$ cat config.mk
export PLATFORM = sky130hd
export DESIGN_NAME = xbus_sequencer
export DESIGN_NICKNAME = d
export VERILOG_FILES = /design/src/rtl/xbus_pkg.sv /design/src/rtl/mc_timer.sv /design/src/rtl/strobe_gen.sv /design/src/rtl/rd_capture.sv /design/src/rtl/xbus_sequencer.sv
export SDC_FILE = /design/constraint.sdc
export NUM_CORES = 1
export LEC_CHECK = 0
export BUFFER_PORTS_ARGS = -buffer_cell sky130_fd_sc_hd__buf_4
export CAP_MARGIN = 20
export CORE_ASPECT_RATIO = 0.6
export CORE_MARGIN = 3
export CORE_UTILIZATION = 56
export DETAILED_ROUTE_END_ITERATION = 8
export PLACE_DENSITY = 0.85
export SYNTH_ARGS = -nofsm -noshare
export SYNTH_HDL_FRONTEND = slang
export SYNTH_SLANG_ARGS = --single-unit
$ cat constraint.sdc
create_clock -name clk -period 4 [get_ports clk]
set_clock_uncertainty 0.2 [all_clocks]
set_input_delay 0.8 -clock clk [delete_from_list [all_inputs] [get_ports clk]]
set_output_delay 0.8 -clock clk [all_outputs]
set_load 0.01 [all_outputs]
$ cat src/rtl/xbus_pkg.sv
// Shared timing constants and the machine-cycle kind for the bus sequencer.
// Assumes a machine cycle of six states of two oscillator clocks each.
package xbus_pkg;
    localparam int STATE_CLKS = 2;
    localparam int CYC_STATES = 6;
    localparam int CYC_CLKS   = STATE_CLKS * CYC_STATES;
    localparam int HALF_CLKS  = CYC_CLKS / 2;
    localparam int STRB_CLKS  = 6;
    localparam int STRB_GAP   = 3;
    localparam int CNT_W      = $clog2(CYC_CLKS);

    typedef logic [CNT_W-1:0] cnt_t;

    localparam cnt_t HALF       = cnt_t'(HALF_CLKS);
    localparam cnt_t LAST       = cnt_t'(CYC_CLKS - 1);
    localparam cnt_t ALE_END    = cnt_t'(STATE_CLKS);
    localparam cnt_t ADDR_END   = cnt_t'(STATE_CLKS + 1);
    localparam cnt_t STRB_FIRST = cnt_t'(STATE_CLKS + STRB_GAP);
    localparam cnt_t STRB_LAST  = cnt_t'(STATE_CLKS + STRB_GAP + STRB_CLKS - 1);

    typedef enum logic [1:0] {
        CYC_INT = 2'd0,
        CYC_EXT = 2'd1,
        CYC_RD  = 2'd2,
        CYC_WR  = 2'd3
    } cyc_kind_t;
endpackage

$ cat src/rtl/mc_timer.sv
// Machine-cycle clock counter: counts 0..CYC_CLKS-1 and flags the last clock.
// Assumes a synchronous active-low reset that parks the counter on the last clock.
module mc_timer
    import xbus_pkg::*;
(
    input  logic clk,
    input  logic rst_n,
    output cnt_t cnt,
    output logic last
);
    assign last = (cnt == LAST);

    // Advance the position within the machine cycle.
    always_ff @(posedge clk) begin
        if (!rst_n)    cnt <= LAST;
        else if (last) cnt <= '0;
        else           cnt <= cnt + 1'b1;
    end


    wrap_to_zero_chk: assert property (@(posedge clk) disable iff (!rst_n)
        last |=> (cnt == '0));

    step_by_one_chk: assert property (@(posedge clk) disable iff (!rst_n)
        !last |=> (cnt == $past(cnt) + 1'b1));
endmodule

$ cat src/rtl/strobe_gen.sv
// Decodes the cycle position and kind into ALE, PSEN, RD, WR and port 0 phases.
// Assumes the kind and ale_off are held constant for the whole machine cycle.
module strobe_gen
    import xbus_pkg::*;
(
    input  logic      clk,
    input  logic      rst_n,
    input  cnt_t      cnt,
    input  cyc_kind_t kind,
    input  logic      ale_off,
    output logic      ale,
    output logic      ale_oe,
    output logic      psen_n,
    output logic      rd_n,
    output logic      wr_n,
    output logic      addr_ph,
    output logic      data_ph,
    output logic      second_half
);
    cnt_t local_cnt;
    logic is_data;

    assign second_half = (cnt >= HALF);
    assign local_cnt   = second_half ? cnt - HALF : cnt;
    assign is_data     = (kind == CYC_RD) || (kind == CYC_WR);

    // Address-latch pulse: one per data cycle, two otherwise unless silenced.
    always_comb begin
        if (is_data) begin
            ale    = (cnt < ALE_END);
            ale_oe = 1'b1;
        end else if (ale_off) begin
            ale    = 1'b1;
            ale_oe = 1'b0;
        end else begin
            ale    = (local_cnt < ALE_END);
            ale_oe = 1'b1;
        end
    end

    // Read, write and program strobes.
    always_comb begin
        psen_n = !((kind == CYC_EXT) && (local_cnt >= ADDR_END));
        rd_n   = !((kind == CYC_RD) && (cnt >= STRB_FIRST) && (cnt <= STRB_LAST));
        wr_n   = !((kind == CYC_WR) && (cnt >= STRB_FIRST) && (cnt <= STRB_LAST));
    end

    // Port 0 phases: address first, then write data for writes.
    always_comb begin
        addr_ph = ((kind == CYC_EXT) && (local_cnt < ADDR_END)) ||
                  (is_data && (cnt < ADDR_END));
        data_ph = (kind == CYC_WR) && (cnt >= ADDR_END);
    end


    strobes_exclusive_chk: assert property (@(posedge clk) disable iff (!rst_n)
        $countones({!psen_n, !rd_n, !wr_n}) <= 1);

    psen_off_under_ale_chk: assert property (@(posedge clk) disable iff (!rst_n)
        (ale && ale_oe) |-> psen_n);
endmodule

$ cat src/rtl/rd_capture.sv
// Captures the port 0 byte at the last strobe clock of a read and flags it for one clock.
// Assumes cap_en is high for exactly one clock per read cycle.
module rd_capture #(
    parameter int DW = 8
) (
    input  logic          clk,
    input  logic          rst_n,
    input  logic          cap_en,
    input  logic [DW-1:0] din,
    output logic [DW-1:0] dout,
    output logic          vld
);
    // Sample the bus and raise valid for the following clock.
    always_ff @(posedge clk) begin
        if (!rst_n) begin
            dout <= '0;
            vld  <= 1'b0;
        end else begin
            vld <= cap_en;
            if (cap_en) dout <= din;
        end
    end


    vld_single_chk: assert property (@(posedge clk) disable iff (!rst_n)
        vld |=> !vld);
endmodule

$ cat src/rtl/xbus_sequencer.sv
// External bus cycle sequencer: latches one core request per machine cycle and
// drives the multiplexed port 0, port 2 and bus strobes for that cycle.
// Assumes the core holds its request stable while take is high.
module xbus_sequencer
    import xbus_pkg::*;
#(
    parameter int AW = 16,
    parameter int DW = 8
) (
    input  logic            clk,
    input  logic            rst_n,
    input  logic            fetch_ext,
    input  logic [AW-1:0]   fetch_addr,
    input  logic            mx_req,
    input  logic            mx_write,
    input  logic            mx_wide,
    input  logic [AW-1:0]   mx_addr,
    input  logic [DW-1:0]   wdata,
    input  logic [AW-DW-1:0] p2_latch,
    input  logic            ale_off,
    input  logic [DW-1:0]   p0_in,
    output logic            take,
    output logic            ale,
    output logic            ale_oe,
    output logic            psen_n,
    output logic            rd_n,
    output logic            wr_n,
    output logic [DW-1:0]   p0_out,
    output logic            p0_oe,
    output logic [AW-DW-1:0] p2_out,
    output logic [DW-1:0]   rdata,
    output logic            rdata_vld
);
    localparam int HW = AW - DW;

    cnt_t            cnt;
    logic            last;
    cyc_kind_t       kind_q;
    logic [AW-1:0]   faddr_q;
    logic [AW-1:0]   maddr_q;
    logic            wide_q;
    logic [DW-1:0]   wdata_q;
    logic [HW-1:0]   p2_q;
    logic            ale_off_q;
    logic            addr_ph;
    logic            data_ph;
    logic            second_half;
    logic [AW-1:0]   cur_addr;

    mc_timer u_timer (
        .clk  (clk),
        .rst_n(rst_n),
        .cnt  (cnt),
        .last (last)
    );

    assign take = last;

    // Latch the core request at the machine-cycle boundary.
    always_ff @(posedge clk) begin
        if (!rst_n) begin
            kind_q    <= CYC_INT;
            faddr_q   <= '0;
            maddr_q   <= '0;
            wide_q    <= 1'b0;
            wdata_q   <= '0;
            p2_q      <= '0;
            ale_off_q <= 1'b0;
        end else if (last) begin
            if (mx_req)         kind_q <= mx_write ? CYC_WR : CYC_RD;
            else if (fetch_ext) kind_q <= CYC_EXT;
            else                kind_q <= CYC_INT;
            faddr_q   <= fetch_addr;
            maddr_q   <= mx_addr;
            wide_q    <= mx_wide;
            wdata_q   <= wdata;
            p2_q      <= p2_latch;
            ale_off_q <= ale_off;
        end
    end

    strobe_gen u_strobe (
        .clk        (clk),
        .rst_n      (rst_n),
        .cnt        (cnt),
        .kind       (kind_q),
        .ale_off    (ale_off_q),
        .ale        (ale),
        .ale_oe     (ale_oe),
        .psen_n     (psen_n),
        .rd_n       (rd_n),
        .wr_n       (wr_n),
        .addr_ph    (addr_ph),
        .data_ph    (data_ph),
        .second_half(second_half)
    );

    // Select the address of the current half cycle.
    always_comb begin
        if (kind_q == CYC_EXT) cur_addr = second_half ? faddr_q + 1'b1 : faddr_q;
        else                   cur_addr = maddr_q;
    end

    // Port 0 and port 2 multiplexers.
    always_comb begin
        p0_oe  = addr_ph || data_ph;
        p0_out = addr_ph ? cur_addr[DW-1:0] : wdata_q;
        unique case (kind_q)
            CYC_EXT:        p2_out = cur_addr[AW-1:DW];
            CYC_RD, CYC_WR: p2_out = wide_q ? maddr_q[AW-1:DW] : p2_q;
            default:        p2_out = p2_q;
        endcase
    end

    rd_capture #(.DW(DW)) u_cap (
        .clk   (clk),
        .rst_n (rst_n),
        .cap_en((kind_q == CYC_RD) && (cnt == STRB_LAST)),
        .din   (p0_in),
        .dout  (rdata),
        .vld   (rdata_vld)
    );


    p0_float_on_read_chk: assert property (@(posedge clk) disable iff (!rst_n)
        !rd_n |-> !p0_oe);

    p0_hold_on_write_chk: assert property (@(posedge clk) disable iff (!rst_n)
        (!wr_n && $past(!wr_n)) |-> (p0_oe && $stable(p0_out)));

    vld_after_read_chk: assert property (@(posedge clk) disable iff (!rst_n)
        rdata_vld |-> ($past(!rd_n) && rd_n));
endmodule

## Word-level counts from Yosys, hierarchy flattened

Index checks and enable logic that the tools add are counted.

| storage, ports and cells | value |
|---|---|
| flip-flop bits (word level) | 65 |
| word-level logic and storage cells | 60 |
| input bits | 63 |

| operators by class | value |
|---|---|
| bitwise logic cells | 1 |
| add/sub/neg operators | 3 |
| equality and inequality tests | 5 |
| mux-type cells | 14 |
| reductions and logical operators | 17 |
| $lt $le $gt $ge | 9 |

Operators by type and width:

| operator | count |
|---|---|
| 16-bit 2-to-1 mux | 2 |
| 16-bit by 1-bit adder with 16-bit output (second input constant) | 1 |
| 4-bit by 2-bit less-than comparator with 1-bit output (second input constant) | 4 |
| 8-bit 2-to-1 mux | 2 |
| 8-bit one-hot mux with 2 select lines | 1 |
| 1-bit logical AND | 9 |
| 4-bit == test (second input constant) | 2 |
| 4-bit by 2-bit >= comparator with 1-bit output (second input constant) | 2 |
| 4-bit by 3-bit >= comparator with 1-bit output (second input constant) | 2 |
| 4-bit 2-to-1 mux | 2 |
| 1-bit 2-to-1 mux | 6 |
| 4-bit by 1-bit adder with 4-bit output (second input constant) | 1 |
| 2-bit == test (second input constant) | 2 |
| 4-bit <= comparator (second input constant) | 1 |
| 2-bit OR reduction | 2 |
| 4-bit by 3-bit subtractor with 4-bit output (second input constant) | 1 |
| 1-bit zero test | 3 |
| 1-bit logical OR | 3 |
| 2-bit by 1-bit == test with 1-bit output (second input constant) | 1 |
| 2-bit 2-to-1 mux | 1 |
| 1-bit inverter | 1 |

## Longest topological paths before layout

Gate-level depths: netlist of the first run.

| depth | value |
|---|---|
| word-level depth | 6 |
| gate-level depth with buffers | 8 |

## By module

From an unflattened synthesis of the first run, not the netlist that was laid out.

| unflattened totals | value |
|---|---|
| cells, all modules | 348 |
| area, all modules | 3,331.9 um2 |

Modules (own cells, without submodules):

| module | cells an instance | area each (um2) | times used | seq. area each (um2) |
|---|---|---|---|---|
| xbus_sequencer | 276 | 2,663.8 | 1 | 1,041.0 |
| rd_capture | 27 | 329.1 | 1 | 180.2 |
| mc_timer | 16 | 171.4 | 1 | 80.1 |
| strobe_gen | 29 | 167.7 | 1 | 0.0 |

## Least setup slack after synthesis of the first run

Ideal clock, no wire load.

| timing path | value |
|---|---|
| path type | reg2out |
| start point | reg u_timer.cnt[1] |
| end point | out p0_out[0] |
| slack | 1.549 ns |
| path buffers | 1 |
| data arrival time | 1.451 ns |
| cell stages (with the launch flop) | 8 |
| cell sequence | dfxtp_1 ha_1 inv_1 and3_1 a31oi_4 buf_4 nand2_1 o21ai_1 |

| between the ends | value |
|---|---|
| cells in the longest elaborated chain, start to end | 6 |
| elaborated cells on any way between the ends | 11 |
| those cells by class | add/sub (1); order compare (3); mux (4); reduce/logical (3) |

Ends and longest elaborated chain:

| item | RTL line | RTL |
|---|---|---|
| start: declaration | mc_timer.sv:8 | `output cnt_t cnt,` |
| start signal: assignment | mc_timer.sv:17 | `else cnt <= cnt + 1'b1;` |
| 4-bit by 3-bit subtractor with 4-bit output / 4-bit by 3-bit >= comparator with 1-bit output (equally long branches) | strobe_gen.sv:24, strobe_gen.sv:23 |  |
| 4-bit 2-to-1 mux | strobe_gen.sv:24 | `assign local_cnt = second_half ? cnt - HALF : cnt;` |
| 4-bit by 2-bit less-than comparator with 1-bit output | strobe_gen.sv:50 | `addr_ph = ((kind == CYC_EXT) && (local_cnt < ADDR_END)) \|\|` |
| 1-bit logical AND | strobe_gen.sv:50 |  |
| 1-bit logical OR | strobe_gen.sv:50 |  |
| 8-bit 2-to-1 mux * | xbus_sequencer.sv:107 | `p0_out = addr_ph ? cur_addr[DW-1:0] : wdata_q;` |
| end: declaration | xbus_sequencer.sv:28 | `output logic [DW-1:0] p0_out,` |

Every way passes the cells marked *; elsewhere a longest branch is shown, timed or not.

## Final worst setup path of the first run

| timing path | value |
|---|---|
| start point | reg kind_q[1] |
| end point | out p2_out[1] |

| between the ends | value |
|---|---|
| cells in the longest elaborated chain, start to end | 3 |
| elaborated cells on any way between the ends | 6 |
| those cells by class | eq/ne (3); mux (2); reduce/logical (1) |

Ends and longest elaborated chain:

| item | RTL line | RTL |
|---|---|---|
| start: declaration | xbus_sequencer.sv:38 | `cyc_kind_t kind_q;` |
| start signal: assignment | xbus_sequencer.sv:70 | `if (mx_req) kind_q <= mx_write ? CYC_WR : CYC_RD;` |
| 2-bit by 1-bit == test with 1-bit output / 2-bit == test (equally long branches) | xbus_sequencer.sv:100, xbus_sequencer.sv:108 |  |
| 16-bit 2-to-1 mux / 2-bit OR reduction (equally long branches) | xbus_sequencer.sv:100, xbus_sequencer.sv:108 |  |
| 8-bit one-hot mux with 2 select lines * | xbus_sequencer.sv:108 | `unique case (kind_q)` |
| end: declaration | xbus_sequencer.sv:30 | `output logic [AW-DW-1:0] p2_out,` |

Marks and branches as above.

==> summary.txt, run 1 <==
Run status
  • Outcome: completed

Critical path
  • Stages on worst setup path: 5
  • Crit path DAT: 2.42 ns
  • R2R cell count: 7
  • CP cell instances: and2b_1 > nor2_1 > a22oi_1 > o21ai_0 > buf_4
  • Worst r2r dst: maddr_q[7]$_SDFFE_PN0P_
  • R2r setup slk: 1.28 ns
  • CP delay by family, top: simple AND/OR/NAND/NOR gates
  • Critical path destination: p2_out[1]
  • CP max stage delay: 0.68 ns
  • CP startpoint: kind_q[1]$_SDFFE_PN0P_
  • Critical path endpoint category: output port
  • CP Data Required Time: 3.00 ns
  • Max FO, Critical Path: 12
  • CP Class: flop to output port
  • CP Launch Type: flop
  • R2r startpoint: u_timer.cnt[1]$_SDFF_PN1_
  • Critical-path top delay cell: nor2_1
  • Crit path buf inv count: 1

Drt
  • First-pass detailed-route iteration total: 4
  • Top Layer Used: met4
  • Post-route antenna net violation count: 0
  • Met2 wire length: 3550 um
  • DR WL met3: 676 um
  • DRC violations left: 0
  • Drt total wl: 8160 um
  • Initial DRC count: 180
  • Met1 WL: 3830 um
  • Via Count: 2963
  • DR WL/cell: 14.6 um
  • DR vias/cell: 5.30

Global route
  • Overflow after GRT: 0
  • GRT Total Usage: 24.3%
  • Global-route wire length before repair: 13200 um
  • Initial antenna violation count: 0
  • Largest net degree at the start of global routing: 66
  • Number of global-route vias before repair: 2692

Placed design
  • I/O Buffers: 94
  • GPL Wtd Cong: 0.867
  • Pre-CTS setup slack: 1.01 ns
  • Hpwl dp: 5740 um

Clock tree
  • CTS Sinks: 65
  • CTS Hold Bufs: 0
  • Clock transition at the registers of the reported paths: 0.07 ns
  • Num CTS Buffers: 9
  • Clk_lat worst skew: 0.34 ns
  • H-Tree Depth: 3
  • Clk buf depth: 2
  • CTS tree: built
  • CTS Root Cell: clkbuf_8
  • Post-CTS sizing: 0
  • Postcts setup bufs: 0

Synthesis
  • Synth unique cells: 51
  • EDFF count, synth: 0
  • Cell taking the most area after synthesis: dfxtp_1
  • Sequential share of the synthesized area: 39.0%
  • Post-synth design cell area: 0.00334 mm2
  • FF+latch count, synth: 65
  • Synth Area per Inst: 8.45 um2
  • Synthesized instance count: 395
  • Yosys warning count: 0
  • Mapped Nets: 463
  • Fraction of registers with async set/reset: 0%
  • Area share of the largest cell type after synthesis: 39.0%
  • Synth area leaders: dfxtp_1 39%, nand2_1 13%, a21boi_1 9.0%
  • Ys flop type: dfxtp_1

Timing
  • Setup ws final: 0.580 ns
  • Slew HR: 30.2%
  • Final min period: 3.42 ns
  • RSZ-0062 raised after global routing: false
  • Hold Fails Final Rpt: 0
  • TNS Setup: 0 ns
  • Final cycle utilization of the critical path: 85.5%
  • Max Clock Freq: 0.292 GHz
  • Pins Over Slew Limit: 0
  • Final setup vio count: 0
  • Worst slew pin tran: 1.05 ns

Floorplanning
  • Io pins: 95
  • Die Height: 65.8 um
  • Row count: 21
  • Initial Utilization: 58.8%
  • Core Box Area: 0.00568 mm2
  • Die width: 106 um
  • Die Area: 0.00695 mm2

Cells and area
  • Share of layout cells above drive strength 1: 28.4%
  • Most frequent cells in the layout: 118 x nand2_1, 96 x buf_4, 65 x dfxtp_1
  • Ant diodes: 0
  • FF/Latch Area: 0.00130 mm2
  • Commonest non-fill, non-tap cell in the layout: nand2_1
  • P&R area growth vs syn: 24.6%
  • Area of the multi-input gates: 0.00184 mm2
  • NumNets Final: 543
  • Layout fillers: 439

Flow run
  • Max_cap viols: 0

Power
  • Pleak: 1.67 nW
  • Peak VDD IR: 192 uV
  • Total power divided by cell area: 442 mW/mm2

Min path
  • Hold crit path type: flop to flop
[where the power goes]
group	total [mW]	internal [mW]	switching [mW]	leakage [nW]
clock network	0.522	0.282	0.240	0.0929
logic	0.517	0.223	0.294	1.05
registers	0.798	0.725	0.0737	0.532
[kinds of logic after synthesis]
kind of cell / after synthesis / share of synthesized area (%)
AO/OA/AOI/OAI: 92 / 20.7
flip-flops: 65 / 39.0
AND/OR/NAND/NOR: 172 / 24.1
XOR/XNOR: 15 / 3.94
adder cells (fa/ha/maj): 5 / 1.87
multiplexers: 15 / 4.50
buffers and inverters: 31 / 5.88
[synth_stat cells (all sizes together), types with 5 or more instances]
| cell type | instances |
|---|---|
| mux2i | 15 |
| buf | 20 |
| xnor2 | 10 |
| nor2 | 8 |
| dfxtp | 65 |
| clkbuf | 7 |
| a22oi | 9 |
| nand2b | 6 |
| a21boi | 51 |
| o21ai | 17 |
| nor2b | 11 |
| nor3 | 5 |
| ha | 5 |
| xor2 | 5 |
| nand2 | 124 |
[registers in the layout (all words and copies together), names as in the netlist]
signal	cells
kind_q	2
u_cap.dout	8
wdata_q	8
wide_q	1
u_timer.cnt	4
ale_off_q	1
u_cap.vld	1
faddr_q	16
p2_q	8
maddr_q	16
[metal layers]
metal,GRT usage [%],vias to the layer above
li1,-,1473
met1,33.7,1372
met2,35.4,105
met3,8.10,13
met4,8.56,0
met5,0,-
[worst min path at each step]
stage,depth (start not counted),from,to,slack (ns)
finish,2,p2_q[5]$_SDFFE_PN0P_,p2_q[5]$_SDFFE_PN0P_,0.25
global route,2,p2_q[5]$_SDFFE_PN0P_,p2_q[5]$_SDFFE_PN0P_,0.27
CTS,2,wide_q$_SDFFE_PN0P_,wide_q$_SDFFE_PN0P_,0.25
detailed placement,2,wide_q$_SDFFE_PN0P_,wide_q$_SDFFE_PN0P_,0.24
global placement,2,p2_q[0]$_SDFFE_PN0P_,p2_q[0]$_SDFFE_PN0P_,0.24
floorplan,2,wide_q$_SDFFE_PN0P_,wide_q$_SDFFE_PN0P_,0.23
[layout make-up]
| class | count | area share, % |
|---|---|---|
| sequential | 65 | 31.3 |
| inverter | 4 | 0.481 |
| tap | 80 | 2.41 |
| multi-input combinational | 299 | 44.3 |
| clock inverter | 4 | 1.08 |
| timing repair buffer | 96 | 17.3 |
| clock buffer | 11 | 3.16 |
[metrics by stage]
stage | hold slack (ns) | instance area, um2 | instances | utilization (%) | total power [mW]
finish | 0.251 | 4160 | 559 | 73.3 | 1.84
global route | 0.269 | 4160 | 559 | 73.3 | 1.94
global placement | 0.241 | 3980 | 544 | 70.2 | 1.31
detailed placement | 0.244 | 3980 | 544 | 70.2 | 1.32
floorplan | 0.230 | 3340 | 395 | - | 1.17
CTS | 0.253 | 4160 | 559 | 73.3 | 1.84
[worst reg2reg max path: stages, from the launching register on]
cell and delay (ns):
dfxtp_1 0.47, ha_1 0.26, inv_1 0.07, or2_2 0.67, inv_6 0.16, buf_4 0.49, nand2_1 0.11, a21boi_0 0.21
Power figures use the tool's default switching activity.
==> run 2, diff against run 1 <==
Settings changed: MAX_ROUTING_LAYER from default to met4.
==> summary.txt, run 2 (synthesized netlist as in run 1, its figures left out) <==
Timing
  • Pins Over Slew Limit: 0
  • Slew HR: 31.1%
  • Final min period: 3.38 ns
  • Worst slew pin tran: 1.03 ns
  • TNS Setup: 0 ns
  • Max Clock Freq: 0.296 GHz
  • RSZ-0062 raised after global routing: false
  • Final cycle utilization of the critical path: 84.4%
  • Final setup vio count: 0
  • Hold Fails Final Rpt: 0

Critical path
  • R2R cell count: 7
  • CP Class: flop to output port
  • Crit path DAT: 2.38 ns
  • R2r setup slk: 1.28 ns
  • R2r startpoint: u_timer.cnt[1]$_SDFF_PN1_
  • Worst r2r dst: maddr_q[7]$_SDFFE_PN0P_
  • Critical path endpoint category: output port
  • CP Launch Type: flop
  • Max FO, Critical Path: 12
  • CP Data Required Time: 3.00 ns

Flow run
  • Max_cap viols: 0

Min path
  • Worst Hold Path EP: p2_q[5]$_SDFFE_PN0P_
  • Worst Hold Path Cells: 2
  • Hold crit path type: flop to flop
  • HP Start: p2_q[5]$_SDFFE_PN0P_

Clock tree
  • Postcts setup bufs: 0
  • CTS tree: built
  • Post-CTS sizing: 0
  • Clk_lat worst skew: 0.34 ns
  • CTS Sinks: 65
  • H-Tree Depth: 3
  • Clock transition at the registers of the reported paths: 0.07 ns
  • CTS Hold Bufs: 0
  • Num CTS Buffers: 9
  • Clk buf depth: 2
  • CTS Root Cell: clkbuf_8

Placed design
  • Inst Count DP: 544
  • GPL Wtd Cong: 0.881
  • I/O Buffers: 94
  • Hpwl dp: 5740 um

Cells and area
  • Finished Layout Cells: 559
  • Commonest non-fill, non-tap cell in the layout: nand2_1
  • Share of layout cells above drive strength 1: 28.4%
  • P&R area growth vs syn: 24.6%
  • Most frequent cells in the layout: 118 x nand2_1, 96 x buf_4, 65 x dfxtp_1
  • Top Registers: faddr_q x16, maddr_q x16
  • Layout fillers: 439
  • NumNets Final: 543
  • Ant diodes: 0

Floorplanning
  • Row count: 21
  • Io pins: 95
  • Die width: 106 um
  • Core Box Area: 0.00568 mm2
  • Die Area: 0.00695 mm2
  • Initial Utilization: 58.8%
  • Die Height: 65.8 um

Global route
  • Global-route wire length before repair: 13300 um
  • Largest net degree at the start of global routing: 66
  • Overflow after GRT: 0
  • Initial antenna violation count: 0
  • Number of global-route vias before repair: 2680
  • GRT Total Usage: 25.1%

Drt
  • Drt total wl: 8130 um
  • DR WL/cell: 14.5 um
  • Initial DRC count: 189
  • First-pass detailed-route iteration total: 4
  • DRC violations left: 0
  • DR vias/cell: 5.31
  • Via Count: 2969
  • Post-route antenna net violation count: 0

Run status
  • Outcome: completed

Power
  • Pwr Total: 1.83 mW
  • Peak VDD IR: 192 uV
  • Total power divided by cell area: 440 mW/mm2
  • Pleak: 1.67 nW
run 2: cell counts in the layout (fill, tap and decap cells not counted):
Identical to the previous run, type by type.
run 2: worst max path at each step:
stage,start,to,slack [ns],depth (start not counted)
2_1_floorplan,u_timer.cnt[1]$_SDFF_PN1_,p0_out[0],1.55,7
3_3_place_gp,kind_q[1]$_SDFFE_PN0P_,p2_out[0],1.18,5
3_5_place_dp,kind_q[1]$_SDFFE_PN0P_,p2_out[1],1.01,5
4_1_cts,kind_q[1]$_SDFFE_PN0P_,p2_out[1],0.62,5
5_1_grt,kind_q[1]$_SDFFE_PN0P_,p2_out[5],0.37,5
6_report,kind_q[1]$_SDFFE_PN0P_,p2_out[4],0.62,5
run 2: critical path: stages (launching register included):
cell     delay [ns]
dfxtp_1        0.52
and2b_1        0.42
nor2_1         0.65
a22oi_1        0.18
o21ai_1        0.13
buf_4          0.14
run 2: layout make-up:
class | count | area [um2] | area share, %
Clock buffer | 11 | 131 | 3.16
Clock inverter | 4 | 45.0 | 1.08
Inverter | 4 | 20.0 | 0.481
Multi-Input combinational cell | 299 | 1840 | 44.3
Sequential cell | 65 | 1300 | 31.3
Tap cell | 80 | 100 | 2.41
Timing Repair Buffer | 96 | 721 | 17.3
run 2: through the flow:
stage / hold WS [ns] / instance area [um2] / utilization [%] / setup WS [ns]
2_1_floorplan: 0.230 / 3340 / - / 1.55
3_3_place_gp: 0.241 / 3980 / 70.2 / 1.18
3_5_place_dp: 0.244 / 3980 / 70.2 / 1.01
4_1_cts: 0.253 / 4160 / 73.3 / 0.624
5_1_grt: 0.269 / 4160 / 73.3 / 0.374
6_report: 0.251 / 4160 / 73.3 / 0.622
run 2: metal layers:
layer,part of all wire [%],wire length (um),track usage [%]
met3,8.5,687,8.29
met4,1.3,104,8.56
met1,47,3840,33.8
met5,0,0,-
met2,43,3500,35.6
run 2: report_power, final:
part           leakage [nW]  total (mW)  switching (mW)  internal, mW
registers             0.532       0.798          0.0735         0.725
clock network        0.0929       0.519           0.237         0.281
logic                  1.05       0.515           0.292         0.223
==> run 3, diff against run 2 <==
Settings changed: ABC_AREA from default to 1, CORE_UTILIZATION 56 to 46, PLACE_DENSITY 0.85 to 0.75.
Clock period 4 ns to 2.82 ns, I/O delays scaled along.
==> summary.txt, run 3 <==
Cells and area
  • Layout fillers: 550
  • Share of layout cells above drive strength 1: 24.3%
  • Top Registers: faddr_q x16, maddr_q x16
  • P&R area growth vs syn: 34.3%
  • NumNets Final: 611
  • Most frequent cells in the layout: 117 x nand2_1, 96 x buf_4, 63 x dfxtp_1
  • Finished Layout Cells: 631
  • Commonest non-fill, non-tap cell in the layout: nand2_1
  • Ant diodes: 0

Synthesis
  • Synth area leaders: dfxtp_1 41%, nand2_1 14%, a21oi_1 9.1%
  • Count leader, synth: nand2_1
  • Sequential share of the synthesized area: 41.4%
  • Yosys warning count: 0
  • EDFF count, synth: 0
  • Cell taking the most area after synthesis: dfxtp_1
  • Fraction of registers with async set/reset: 0%
  • Synth unique cells: 31
  • Post-synth design cell area: 0.00314 mm2
  • Synth Area per Inst: 6.91 um2
  • Synthesized instance count: 455
  • FF+latch count, synth: 65
  • Area share of the largest cell type after synthesis: 41.4%
  • Ys flop type: dfxtp_1
  • Commonest cells post-synth: 118 x nand2_1, 65 x dfxtp_1, 57 x a21oi_1, 48 x o21ai_0, 42 x inv_1
  • Mapped Nets: 523

Floorplanning
  • Initial Utilization: 49.4%
  • Core Box Area: 0.00636 mm2
  • Die Area: 0.00790 mm2
  • Die width: 113 um
  • Io pins: 95
  • Die Height: 70.0 um
  • Row count: 22

Timing
  • RSZ-0062 raised after global routing: false
  • Hold WS: 0.251 ns
  • Hold Fails Final Rpt: 0
  • Pins Over Slew Limit: 0
  • Final min period: 2.69 ns
  • Final setup vio count: 0
  • Max Clock Freq: 0.371 GHz
  • Slew HR: 53.6%
  • TNS Setup: 0 ns
  • Final cycle utilization of the critical path: 95.6%
  • Worst slew pin tran: 0.696 ns

Global route
  • Initial antenna violation count: 0
  • Number of global-route vias before repair: 2918
  • Largest net degree at the start of global routing: 80
  • Global-route wire length before repair: 14500 um
  • GRT Total Usage: 23.8%
  • Overflow after GRT: 0

Critical path
  • Critical-path top delay cell: nor2_2
  • CP cell instances: nand2_1 > clkinv_1 > nor2_2 > a22oi_1 > nand2_1 > buf_4
  • CP Class: flop to output port
  • CP Data Required Time: 2.06 ns
  • R2r startpoint: u_timer.cnt[0]$_SDFF_PN1_
  • Worst r2r dst: faddr_q[8]$_SDFFE_PN0P_
  • Max FO, Critical Path: 9
  • R2r setup slk: 0.91 ns
  • Critical path endpoint category: output port
  • CP Launch Type: flop
  • Stages on worst setup path: 6
  • CP max stage delay: 0.40 ns
  • CP delay by family, top: simple AND/OR/NAND/NOR gates
  • Crit path buf inv count: 2
  • Most frequent cell on the critical path: nand2_1
  • R2R cell count: 5
  • Crit path DAT: 1.93 ns

Power
  • Total power divided by cell area: 825 mW/mm2
  • Sequential Power Share: 35.5%
  • Switching power: 1.17 mW
  • Pleak: 1.92 nW
  • Peak VDD IR: 518 uV
  • Int Pwr: 2.31 mW
  • Comb pwr share: 29.9%
  • Clock power frac: 34.6%
  • Sw Ratio: 33.6%

Min path
  • Hold crit path type: input port to flop
  • Worst Hold Path Cells: 3
  • HP Start: p0_in[3]
  • Worst Hold Path EP: u_cap.dout[3]$_SDFFE_PN0P_

Placed design
  • GPL Wtd Cong: 0.879
  • Inst Count DP: 616
  • Hpwl dp: 6590 um
  • I/O Buffers: 94

Drt
  • Post-route antenna net violation count: 0
  • DRC violations left: 0
  • Drt total wl: 9040 um
  • DR vias/cell: 5.32
  • Via Count: 3355
  • Initial DRC count: 211
  • DR WL/cell: 14.3 um
  • First-pass detailed-route iteration total: 5

Clock tree
  • CTS Hold Bufs: 0
  • Num CTS Buffers: 9
  • CTS tree: built
  • Clk buf depth: 2
  • Clk_lat worst skew: 0.33 ns
  • Post-CTS sizing: 1
  • CTS Sinks: 65
  • Postcts setup bufs: 0
  • H-Tree Depth: 3
  • Clock transition at the registers of the reported paths: 0.05 ns
  • CTS Root Cell: clkbuf_16

Flow run
  • Max_cap viols: 0

Run status
  • Outcome: completed
-- run 3: changes by cell type after synthesis, moves of 6 or more --
cell      previous run  this run
a21boi_1            40         0
inv_1                2        42
mux2i_1             15         1
o21ai_0              2        48
a21oi_1              2        57
a21boi_2             6         0
o21ai_1             15         1
nor2b_1             11         0
nand3_1              3        31
buf_2                9         3
nor2_1               8        29
buf_6                7         1
xnor2_1             10         0
-- run 3: how the worst max path moves through the flow --
stage                              startpoint         to  slack, ns
CTS                   faddr_q[1]$_SDFFE_PN0P_  p2_out[0]       0.11
finish                 kind_q[1]$_SDFFE_PN0P_  p2_out[1]       0.13
floorplan             faddr_q[1]$_SDFFE_PN0P_  p2_out[0]       0.77
global placement       kind_q[1]$_SDFFE_PN0P_  p2_out[0]       0.32
detailed placement     kind_q[1]$_SDFFE_PN0P_  p2_out[1]       0.31
global route        u_timer.cnt[3]$_SDFF_PN1_  p2_out[5]      0.002
-- run 3: worst min-delay path: cells and delay by family --
family | cells | cell delay [ns]
buffers and inverters | 1 | 0.08
AND/OR/NAND/NOR | 2 | 0.11
-- run 3: area by class of cell --
class	instances	area, um2	area share [%]
clock inverter	4	76.3	1.81
multi-input combinational	324	1580	37.4
tap	84	105	2.49
sequential	65	1300	30.9
clock buffer	11	253	5.98
timing repair buffer	97	732	17.3
inverter	46	173	4.09
-- run 3: power by group through the flow --
stage	sequential (mW)	clock (mW)	combinational (mW)
2_1_floorplan	1.21	0	0.685
3_3_place_gp	1.24	0	1.01
3_5_place_dp	1.24	0	1.02
4_1_cts	1.23	1.23	1.03
5_1_grt	1.26	1.27	1.17
6_report	1.24	1.21	1.04
-- run 3: metrics by stage --
step / setup slack [ns] / power (mW) / util [%] / area, um2
3_5_place_dp: 0.313 / 2.27 / 61.0 / 3880
2_1_floorplan: 0.769 / 1.90 / - / 3140
3_3_place_gp: 0.322 / 2.25 / 61.0 / 3880
5_1_grt: 0.00165 / 3.69 / 66.4 / 4220
6_report: 0.125 / 3.48 / 66.4 / 4220
4_1_cts: 0.107 / 3.49 / 66.2 / 4210
-- run 3: cells by family (layout without fill, tap and decap cells) --
family | after synthesis | in the layout | synth area share (%)
XOR/XNOR | 1 | 1 | 0.279
buffers and inverters | 66 | 158 | 8.71
flip-flops | 65 | 65 | 41.4
AND/OR/NAND/NOR | 196 | 196 | 26.7
multiplexers | 1 | 1 | 0.318
adder cells (fa/ha/maj) | 5 | 5 | 1.99
AO/OA/AOI/OAI | 121 | 121 | 20.6
-- run 3: layer usage --
layer / track usage (%) / routed length, um
met5: - / 0
met2: 32.0 / 3690
met1: 34.4 / 4510
met4: 6.53 / 87
met3: 6.93 / 753
